### config.mk
export PLATFORM = sky130hd
export DESIGN_NAME = mcycle_seq
export DESIGN_NICKNAME = d
export VERILOG_FILES = /design/src/rtl/mcycle_pkg.sv /design/src/rtl/mcycle_ctrl.sv /design/src/rtl/mcycle_dpath.sv /design/src/rtl/mcycle_seq.sv
export SDC_FILE = /design/constraint.sdc
export NUM_CORES = 1
export LEC_CHECK = 0
export ABC_AREA = 0
export ABC_CLOCK_PERIOD_IN_PS = 3600
export BUFFER_PORTS_ARGS = -buffer_cell sky130_fd_sc_hd__buf_2
export CAP_MARGIN = 20
export CORE_AREA = 3 3 89 91
export CTS_BUF_LIST = sky130_fd_sc_hd__clkbuf_16
export DETAILED_ROUTE_END_ITERATION = 10
export DIE_AREA = 0 0 92 94
export PLACE_DENSITY = 0.85
export SYNTH_ARGS = -nofsm -noshare
export SYNTH_HDL_FRONTEND = slang
export SYNTH_SLANG_ARGS = --single-unit
### constraint.sdc
create_clock -name clk -period 3.6 [get_ports clk]
set_input_delay 0.18 -clock clk [delete_from_list [all_inputs] [get_ports clk]]
set_output_delay 0.18 -clock clk [all_outputs]
set_load 0.01 [all_outputs]
### src/rtl/mcycle_pkg.sv
package mcycle_pkg;

  typedef enum logic [1:0] {
    CYC_FETCH = 2'd0,
    CYC_READ  = 2'd1,
    CYC_WRITE = 2'd2
  } cyc_e;

  typedef enum logic [2:0] {
    ST_OP   = 3'd0,  // first opcode fetch
    ST_OP2  = 3'd1,  // fetch following a prefix
    ST_DISP = 3'd2,  // displacement read
    ST_XOP  = 3'd3,  // final opcode fetch, stretched
    ST_XRD  = 3'd4,  // indexed operand read
    ST_XWR  = 3'd5   // indexed write-back
  } step_e;

  typedef struct packed {
    cyc_e       cyc;
    logic [2:0] tNow;
    logic       lastT;
    logic       useEa;
    logic       selIy;
    logic       capDisp;
    logic       capOperand;
  } ctlStrobe_t;

  localparam logic [7:0] PFX_IX  = 8'hDD;
  localparam logic [7:0] PFX_IY  = 8'hFD;
  localparam logic [7:0] PFX_BIT = 8'hCB;
  localparam logic [7:0] PFX_EXT = 8'hED;

  function automatic logic [2:0] stepLen(step_e s);
    case (s)
      ST_DISP: return 3'd3;
      ST_XOP:  return 3'd5;
      ST_XWR:  return 3'd3;
      default: return 3'd4;
    endcase
  endfunction

  function automatic cyc_e stepCyc(step_e s);
    case (s)
      ST_DISP, ST_XRD: return CYC_READ;
      ST_XWR:          return CYC_WRITE;
      default:         return CYC_FETCH;
    endcase
  endfunction

endpackage

### src/rtl/mcycle_ctrl.sv
module mcycle_ctrl
  import mcycle_pkg::*;
(
  input  logic       clk,
  input  logic       rstN,
  input  logic [7:0] fetchByte,
  output ctlStrobe_t strb,
  output logic       m1,
  output logic       rdStb,
  output logic       wrStb,
  output logic       rfshStb,
  output logic       done,
  output logic [2:0] tState
);

  step_e      stepQ, stepNxt;
  logic [2:0] tCnt;
  logic       idxQ, iyQ;
  logic       lastT;
  logic       finish;
  logic       isIdx;
  cyc_e       cycNow;

  assign isIdx  = (fetchByte == PFX_IX) || (fetchByte == PFX_IY);
  assign lastT  = (tCnt == stepLen(stepQ));
  assign cycNow = stepCyc(stepQ);

  always_comb begin
    stepNxt = ST_OP;
    finish  = 1'b0;
    case (stepQ)
      ST_OP: begin
        if (isIdx || fetchByte == PFX_BIT || fetchByte == PFX_EXT) stepNxt = ST_OP2;
        else finish = 1'b1;
      end
      ST_OP2: begin
        if (idxQ && fetchByte == PFX_BIT) stepNxt = ST_DISP;
        else finish = 1'b1;
      end
      ST_DISP: stepNxt = ST_XOP;
      ST_XOP:  stepNxt = ST_XRD;
      ST_XRD:  stepNxt = ST_XWR;
      default: finish  = 1'b1;
    endcase
  end

  always_ff @(posedge clk or negedge rstN) begin
    if (!rstN) begin
      stepQ <= ST_OP;
      tCnt  <= 3'd1;
      idxQ  <= 1'b0;
      iyQ   <= 1'b0;
    end else if (lastT) begin
      stepQ <= stepNxt;
      tCnt  <= 3'd1;
      if (stepQ == ST_OP) begin
        idxQ <= isIdx;
        iyQ  <= (fetchByte == PFX_IY);
      end
    end else begin
      tCnt <= tCnt + 3'd1;
    end
  end

  always_comb begin
    strb.cyc        = cycNow;
    strb.tNow       = tCnt;
    strb.lastT      = lastT;
    strb.useEa      = (stepQ == ST_XRD) || (stepQ == ST_XWR);
    strb.selIy      = iyQ;
    strb.capDisp    = (stepQ == ST_DISP) && lastT;
    strb.capOperand = (stepQ == ST_XRD) && lastT;
  end

  assign m1      = (cycNow == CYC_FETCH);
  assign rdStb   = (m1 && tCnt <= 3'd2) || (cycNow == CYC_READ);
  assign wrStb   = (cycNow == CYC_WRITE);
  assign rfshStb = m1 && (tCnt >= 3'd3);
  assign done    = lastT && finish;
  assign tState  = tCnt;

  // T-state counter stays inside the longest cycle
  a_r5_t_range: assert property (@(posedge clk) disable iff (!rstN)
    (tCnt >= 3'd1) && (tCnt <= 3'd5));

  // a done pulse is followed by T1 of a new first fetch
  a_r10_done_restart: assert property (@(posedge clk) disable iff (!rstN)
    done |=> (tCnt == 3'd1) && (stepQ == ST_OP) && !done);

  // the write-back cycle is entered only from the operand read
  a_r5_write_after_read: assert property (@(posedge clk) disable iff (!rstN)
    (stepQ == ST_XWR && tCnt == 3'd1) |-> ($past(stepQ) == ST_XRD));

  // displacement cycle is a plain read
  a_r6_disp_no_m1: assert property (@(posedge clk) disable iff (!rstN)
    (stepQ == ST_DISP) |-> (!m1 && rdStb && !wrStb));

  // bus strobes never overlap
  a_r8_strobes_exclusive: assert property (@(posedge clk) disable iff (!rstN)
    $onehot0({rdStb, wrStb, rfshStb}));

endmodule

### src/rtl/mcycle_dpath.sv
module mcycle_dpath
  import mcycle_pkg::*;
#(
  parameter int              ADDR_W    = 16,
  parameter logic [15:0]     RESET_PC  = 16'h0000,
  parameter logic [7:0]      RFSH_INIT = 8'h00
) (
  input  logic              clk,
  input  logic              rstN,
  input  ctlStrobe_t        strb,
  input  logic [7:0]        memData,
  input  logic [ADDR_W-1:0] ixVal,
  input  logic [ADDR_W-1:0] iyVal,
  input  logic [7:0]        rmwResult,
  output logic [ADDR_W-1:0] memAddr,
  output logic [7:0]        memWrData,
  output logic [7:0]        rfshAddr,
  output logic [7:0]        fetchByte,
  output logic [7:0]        opcode,
  output logic [7:0]        operand
);

  localparam int RFSH_W = 7;
  localparam int EXT_W  = ADDR_W - 8;

  logic [ADDR_W-1:0] pcQ;
  logic [7:0]        rfshQ;
  logic [7:0]        opQ, dispQ, operandQ;
  logic [ADDR_W-1:0] baseVal, effAddr;
  logic              capOp, rfshInc;

  assign capOp   = (strb.cyc == CYC_FETCH) && (strb.tNow == 3'd2);
  assign rfshInc = (strb.cyc == CYC_FETCH) && strb.lastT;

  always_ff @(posedge clk or negedge rstN) begin
    if (!rstN) begin
      pcQ      <= RESET_PC[ADDR_W-1:0];
      rfshQ    <= RFSH_INIT;
      opQ      <= 8'h00;
      dispQ    <= 8'h00;
      operandQ <= 8'h00;
    end else begin
      if (capOp) begin
        opQ <= memData;
        pcQ <= pcQ + 1'b1;
      end
      if (strb.capDisp) begin
        dispQ <= memData;
        pcQ   <= pcQ + 1'b1;
      end
      if (strb.capOperand) operandQ <= memData;
      if (rfshInc) rfshQ <= {rfshQ[7], rfshQ[RFSH_W-1:0] + 1'b1};
    end
  end

  assign baseVal = strb.selIy ? iyVal : ixVal;
  assign effAddr = baseVal + {{EXT_W{dispQ[7]}}, dispQ};

  always_comb begin
    if (strb.useEa)
      memAddr = effAddr;
    else if (strb.cyc == CYC_FETCH && strb.tNow >= 3'd3)
      memAddr = {{EXT_W{1'b0}}, rfshQ};
    else
      memAddr = pcQ;
  end

  assign memWrData = (strb.cyc == CYC_WRITE) ? rmwResult : 8'h00;
  assign rfshAddr  = rfshQ;
  assign fetchByte = opQ;
  assign opcode    = opQ;
  assign operand   = operandQ;

  // refresh counter moves only at the end of a fetch cycle
  a_r3_rfsh_only_m1: assert property (@(posedge clk) disable iff (!rstN)
    !((strb.cyc == CYC_FETCH) && strb.lastT) |=> $stable(rfshQ));

  // top refresh bit never changes
  a_r3_bit7_held: assert property (@(posedge clk) disable iff (!rstN)
    $stable(rfshQ[7]));

  // write-back reuses the address of the operand read
  a_r7_same_ea: assert property (@(posedge clk) disable iff (!rstN)
    (strb.cyc == CYC_WRITE && strb.tNow == 3'd1) |-> $stable(dispQ));

endmodule

### src/rtl/mcycle_seq.sv
module mcycle_seq
  import mcycle_pkg::*;
#(
  parameter int          ADDR_W    = 16,
  parameter logic [15:0] RESET_PC  = 16'h0000,
  parameter logic [7:0]  RFSH_INIT = 8'h00
) (
  input  logic              clk,
  input  logic              rstN,
  input  logic [7:0]        memData,
  input  logic [ADDR_W-1:0] ixVal,
  input  logic [ADDR_W-1:0] iyVal,
  input  logic [7:0]        rmwResult,
  output logic [ADDR_W-1:0] memAddr,
  output logic [7:0]        memWrData,
  output logic              m1,
  output logic              rdStb,
  output logic              wrStb,
  output logic              rfshStb,
  output logic [2:0]        tState,
  output logic [7:0]        rfshAddr,
  output logic [7:0]        opcode,
  output logic [7:0]        operand,
  output logic              done
);

  ctlStrobe_t strb;
  logic [7:0] fetchByte;

  mcycle_ctrl ctrl_i (
    .clk       (clk),
    .rstN      (rstN),
    .fetchByte (fetchByte),
    .strb      (strb),
    .m1        (m1),
    .rdStb     (rdStb),
    .wrStb     (wrStb),
    .rfshStb   (rfshStb),
    .done      (done),
    .tState    (tState)
  );

  mcycle_dpath #(
    .ADDR_W    (ADDR_W),
    .RESET_PC  (RESET_PC),
    .RFSH_INIT (RFSH_INIT)
  ) dpath_i (
    .clk       (clk),
    .rstN      (rstN),
    .strb      (strb),
    .memData   (memData),
    .ixVal     (ixVal),
    .iyVal     (iyVal),
    .rmwResult (rmwResult),
    .memAddr   (memAddr),
    .memWrData (memWrData),
    .rfshAddr  (rfshAddr),
    .fetchByte (fetchByte),
    .opcode    (opcode),
    .operand   (operand)
  );

endmodule

==> results of run 1 <==
==> routing by layer <==
metal / routed length (um) / vias up
met4: 249 / 0
met5: 0 / -
met1: 3990 / 1629
met2: 4780 / 119
li1: - / 1609
met3: 563 / 27
==> area by class of cell <==
type	instances	share of cell area, %
inverter	14	1.17
clock inverter	2	0.833
sequential	55	30.6
multi-input combinational	306	49.5
timing repair buffer	109	12.4
tap	99	2.75
clock buffer	5	2.78
==> path summary, 6_finish.rpt <==
check | to | slack [ns] | depth (start not counted)
setup / recovery | memAddr[15] | 0.18 | 10
hold / removal | dpath_i.operand[0] | 0.14 | 2
setup reg to reg | dpath_i.pcQ[11] | 0.95 | 6
hold reg to reg | dpath_i.pcQ[15] | 0.49 | 1
max in group asynchronous | ctrl_i.tState[0] | 2.37 | 3
min in group asynchronous | dpath_i.operand[2] | 0.40 | 2
==> registers in the layout, indices dropped and copies added, names as in the netlist <==
signal,count
ctrl_i.iyQ,1
dpath_i.rfshAddr,7
dpath_i.pcQ,16
dpath_i.fetchByte,8
dpath_i.operand,8
ctrl_i.stepQ,3
ctrl_i.idxQ,1
ctrl_i.tState,3
dpath_i.dispQ,8
==> cells in the mapped netlist, types with 5 or more instances <==
master    count  share of area [%]
nand3_1      13                1.7
nor2b_1       7                1.2
nor3_1        7               0.94
xnor2_1      25                5.8
nor2_1       22                2.2
a21o_1        7                1.4
a21oi_1      21                2.8
dfrtp_1      54                 36
o21ai_0      17                2.3
ha_1         20                6.7
mux2_2       39                 12
xor2_1        8                1.9
clkbuf_1     11                1.1
o22ai_1       5               0.84
a31oi_1       5               0.84
and3_1       14                2.3
inv_1        14                1.4
nand2_1      38                3.8
nand2b_1      5               0.84
==> power by group <==
part           internal [mW]  leakage, nW  switching, mW  total (mW)
logic                 0.0587         1.48         0.0657       0.124
registers              0.627        0.702        0.00741       0.635
clock network          0.324       0.0759          0.212       0.536
total                   1.01         2.25          0.285        1.30
==> repair_timing <==
item                                    in CTS  in global routing
endpoints found under the hold margin       24                  0
hold buffers                                 1                  0
endpoints found under the setup margin       0                  0
==> critical path: stages, from the launching register on <==
cell and delay (ns):
dfrtp_1 0.56, buf_4 0.27, mux2_2 0.35, ha_1 0.38, a21oi_1 0.12, o21bai_1 0.16
a21o_1 0.14, a31oi_1 0.08, or4b_2 0.67, nand3_1 0.08, buf_2 0.13
==> kinds of logic (layout without fill, tap and decap cells) <==
logic type | count (synthesis) | after routing | synth area share, %
compound gates | 82 | 82 | 13.9
xor+xnor | 33 | 33 | 7.72
fa+ha+maj | 21 | 21 | 7.22
buf+inv | 32 | 130 | 3.71
flops | 55 | 55 | 36.8
mux | 43 | 43 | 12.8
other cells | 1 | 1 | 0.100
simple gates | 126 | 126 | 17.8
==> per-stage QoR <==
step / std cells / worst slack, ns / utilization [%] / area, um^2 / total power, mW
3_3_place_gp: 582 / 0.660 / 60.1 / 4330 / 0.763
6_report: 590 / 0.180 / 62.5 / 4510 / 1.30
4_1_cts: 590 / 0.206 / 62.5 / 4510 / 1.31
3_5_place_dp: 582 / 0.535 / 60.1 / 4330 / 0.768
5_1_grt: 590 / 0.0474 / 62.5 / 4510 / 1.34
2_1_floorplan: 393 / 0.535 / - / 3740 / 0.705
==> impl_metrics.csv, run 1 <==
group,metric,value,unit
critical_path,startpoint_type,"flop",
synth,synth_area,3740,um^2
detailed_routing,num_vias,3384,
synth,synth_ff_type,"dfrtp_1",
synth,synth_nets,464,
detailed_routing,drtPass1Iterations,5,
placement,place.gp.congestion,1.01,
detailed_routing,drt-total-wl,9.58,mm
timing,fmax,292,MHz
global_route,grt_util_all_layers,22.7,%
power,leakage,2.25,nW
critical_path,cp.required,3.42,ns
layout,regArea,1380,um^2
layout,nNetsFinal,562,
detailed_routing,drt_iter0_drc,267,
synth,postSynth.asyncResetShare,100,%
floorplanning,initial_core_util,51.9,%
critical_path,worstPathArrival,3.24,ns
min_path,hold_class,"input pin to flop",
timing,holdWs,0.145,ns
clocking,worstSkewPairLatency,0.29,ns
global_route,grt_pass1_vias,3345,
clocking,cts-root-buf,"clkbuf_16",
timing,slew_viol_final,0,
synth,yosysSeqAreaShare,36.8,%
detailed_routing,final_antenna_net_count,0,
synth,netlist_instances,393,
global_route,busiest_layer,"met2",
layout,antennaDiodeCount,0,
layout,multi_input_area,2230,um^2
timing,worst_pin_slew,0.832,ns
clocking,numCtsBuffers,5,
detailed_routing,vias_per_cell,5.74,
global_route,grt_pass1_wl,15.9,mm
power,powerDensity,288,nW/um^2
global_route,grt_use_met3,4.25,%
clocking,cts_sinks,55,
clocking,tritoncts,"built",
floorplanning,die_area,8650,um^2
timing,maxSlewHeadroom,44.3,%
floorplanning,die_x,92,um
layout,area_delta_synth_final,20.3,%
timing,skew,0.00673,ns
critical_path,startpoint,"ctrl_i.iyQ",
global_route,grt_max_degree,32,
power,vdd_ir_drop_max,0.282,mV
min_path,hp-start,"memData[0]",
global_route,grtUsageMet2,39.6,%
synth,ys_warn_count,0,
critical_path,critPathCaptureType,"output pin",
clocking,cts.htree.levels,2,
floorplanning,row_count,31,
run_status,status,"finished clean",
clocking,cts_buffer_depth,2,
floorplanning,pin_count,106,
floorplanning,die_y,94,um
timing,fin_setup_tns,0,ns
timing,setup_viol,0,
critical_path,path_class,"flop to output pin",
run,maxCapViolCount,0,
layout,final_cell_mix,"buf_2 (104), dfrtp_1 (54), mux2_2 (39)",
global_route,antenna_found_initial,0,
synth,synth_edf_count,0,
synth,yosys.cell_types.count,53,
layout,fill_cells,606,
timing,min_period_over_period,95.0,%
layout,mostFrequentLayoutCell,"buf_2",
clocking,cts_setup_buffers,0,
layout,drive_above_1_share,33.0,%
global_route,grt_remaining_overflow,0,
placement,dpl.hpwl,7.31,mm
detailed_routing,drc,0,
critical_path,r2r-start,"ctrl_i.stepQ[0]",
placement,io_buffers,104,
timing,min_period,3.42,ns
timing,rsz0062_at_grt,"false",
detailed_routing,wl_per_cell,16.2,um
critical_path,cp_max_fo,10,
global_route,grt_use_met1,28.4,%
clocking,post_cts_resized,0,
clocking,clk_pin_slew,0.07,ns
synth,ys_ff_latch,55,
timing,hold_viol_final,0,
floorplanning,fp.coreArea,7210,um^2
synth,postSynthAreaPerCell,9.53,um^2
Note: power is estimated with default switching activity, not from simulation.
==> run 2, diff against run 1 <==
- CTS_CLUSTER_SIZE: default -> 14
- PLACE_DENSITY: 0.85 -> 0.9
==> impl_metrics.csv, run 2 (same netlist as run 1, synthesis figures left out) <==
group,metric,value,unit
run_status,status,"finished clean",
clocking,numCtsBuffers,5,
timing,hold_viol_final,0,
run,maxCapViolCount,0,
layout,mostFrequentLayoutCell,"buf_2",
floorplanning,row_count,31,
global_route,busiest_layer,"met2",
global_route,grt_max_degree,33,
timing,min_period_over_period,91.2,%
layout,drive_above_1_share,33.5,%
timing,worst_pin_slew,0.794,ns
detailed_routing,wl_per_cell,16.8,um
layout,regMostFlops,"dpath_i.pcQ",
global_route,grt_util_all_layers,23.0,%
clocking,cts_setup_buffers,0,
floorplanning,initial_core_util,51.9,%
clocking,tritoncts,"built",
global_route,antenna_found_initial,0,
global_route,grtUsageMet2,40.8,%
placement,dpl.hpwl,7.71,mm
critical_path,path_class,"flop to output pin",
timing,holdWs,0.146,ns
critical_path,cp_max_fo,10,
layout,fill_cells,611,
layout,area_delta_synth_final,20.1,%
detailed_routing,final_antenna_net_count,0,
detailed_routing,vias_per_cell,5.90,
layout,nNetsFinal,563,
global_route,grt_pass1_vias,3431,
critical_path,critPathCaptureType,"output pin",
layout,antennaDiodeCount,0,
timing,fin_setup_tns,0,ns
critical_path,cp.required,3.42,ns
timing,min_period,3.28,ns
layout,largest_reg_flops,16,
global_route,grt_use_met3,4.17,%
layout,regArea,1380,um^2
floorplanning,fp.coreArea,7210,um^2
timing,slew_viol_final,0,
detailed_routing,drt-total-wl,9.95,mm
timing,fmax,304,MHz
power,leakage,2.25,nW
critical_path,worstPathArrival,3.10,ns
floorplanning,die_x,92,um
layout,final_cell_mix,"buf_2 (104), dfrtp_1 (53), mux2_2 (39)",
timing,rsz0062_at_grt,"false",
global_route,grt_pass1_wl,16.1,mm
floorplanning,pin_count,106,
critical_path,startpoint_type,"flop",
timing,setup_viol,0,
clocking,cts_buffer_depth,2,
layout,multi_input_area,2230,um^2
global_route,grt_use_met1,28.7,%
global_route,grt_remaining_overflow,0,
clocking,cts-root-buf,"clkbuf_16",
floorplanning,die_area,8650,um^2
timing,skew,0.00812,ns
detailed_routing,drtPass1Iterations,5,
clocking,clk_pin_slew,0.08,ns
clocking,cts_sinks,55,
placement,io_buffers,104,
detailed_routing,drc,0,
clocking,worstSkewPairLatency,0.29,ns
clocking,cts.htree.levels,2,
detailed_routing,num_vias,3495,
floorplanning,die_y,94,um
placement,place.gp.congestion,0.907,
power,powerDensity,279,nW/um^2
power,vdd_ir_drop_max,0.198,mV
min_path,hold_class,"input pin to flop",
timing,maxSlewHeadroom,46.8,%
detailed_routing,drt_iter0_drc,419,
==> run 2: changes by cell type in the layout (fill, tap and decap cells not counted), sizes merged <==
cell / before / now
inv: 14 / 15
clkinv: 0 / 2
bufinv: 1 / 0
clkinvlp: 1 / 0
buf: 108 / 109
==> run 2: area by class of cell <==
type / count / area share (%)
Clock buffer: 5 / 2.78
Clock inverter: 3 / 0.501
Inverter: 14 / 1.17
Multi-Input combinational cell: 306 / 49.5
Sequential cell: 55 / 30.6
Tap cell: 99 / 2.75
Timing Repair Buffer: 110 / 12.6
==> run 2: worst max-delay path, cell delays in order (launching register included) <==
cell and delay, ns:
dfrtp_2 0.48, buf_4 0.24, mux2_2 0.35, ha_1 0.39
a21oi_1 0.12, o21bai_1 0.15, a21o_1 0.13, a31oi_1 0.08
or4b_2 0.66, nand3_1 0.08, buf_2 0.13
==> run 2: worst paths after layout <==
path | from | cells after the start | endpoint | slack (ns)
min in group asynchronous | rstN | 2 | dpath_i.fetchByte[2] | 0.39
hold reg to reg | dpath_i.pcQ[4] | 1 | dpath_i.pcQ[4] | 0.50
setup / recovery | ctrl_i.iyQ | 10 | memAddr[15] | 0.32
setup reg to reg | ctrl_i.stepQ[0] | 6 | dpath_i.pcQ[9] | 0.95
max in group asynchronous | rstN | 3 | ctrl_i.tState[0] | 2.38
hold / removal | memData[6] | 2 | dpath_i.fetchByte[6] | 0.15
==> run 2: metrics by stage <==
step           cells  power (mW)  setup WS (ns)  util (%)  instance area, um^2
3_3_place_gp     583       0.763          0.664      60.2                 4340
6_report         592        1.25          0.315      62.4                 4500
5_1_grt          592        1.29         0.0964      62.4                 4500
3_5_place_dp     583       0.770          0.570      60.2                 4340
2_1_floorplan    393       0.705          0.535         -                 3740
4_1_cts          592        1.26          0.246      62.3                 4500
==> run 2: repair_timing <==
action | in CTS | in global routing
hold buffers | 1 | 0
resized for setup | 0 | 1
endpoints found under the hold margin | 23 | 0
setup endpoints to repair | 0 | 1
==> run 2: routing by layer <==
layer / up-vias / wire, um
met5: - / 0
met4: 0 / 244
met3: 26 / 753
met2: 182 / 5020
met1: 1677 / 3940
li1: 1610 / -
==> run 2: power breakdown <==
| group | switching [mW] | internal (mW) | total, mW | leakage (nW) |
|---|---|---|---|---|
| clock network | 0.232 | 0.261 | 0.494 | 0.0742 |
| logic | 0.0672 | 0.0589 | 0.126 | 1.48 |
| registers | 0.00760 | 0.627 | 0.634 | 0.700 |
| total | 0.307 | 0.947 | 1.25 | 2.25 |
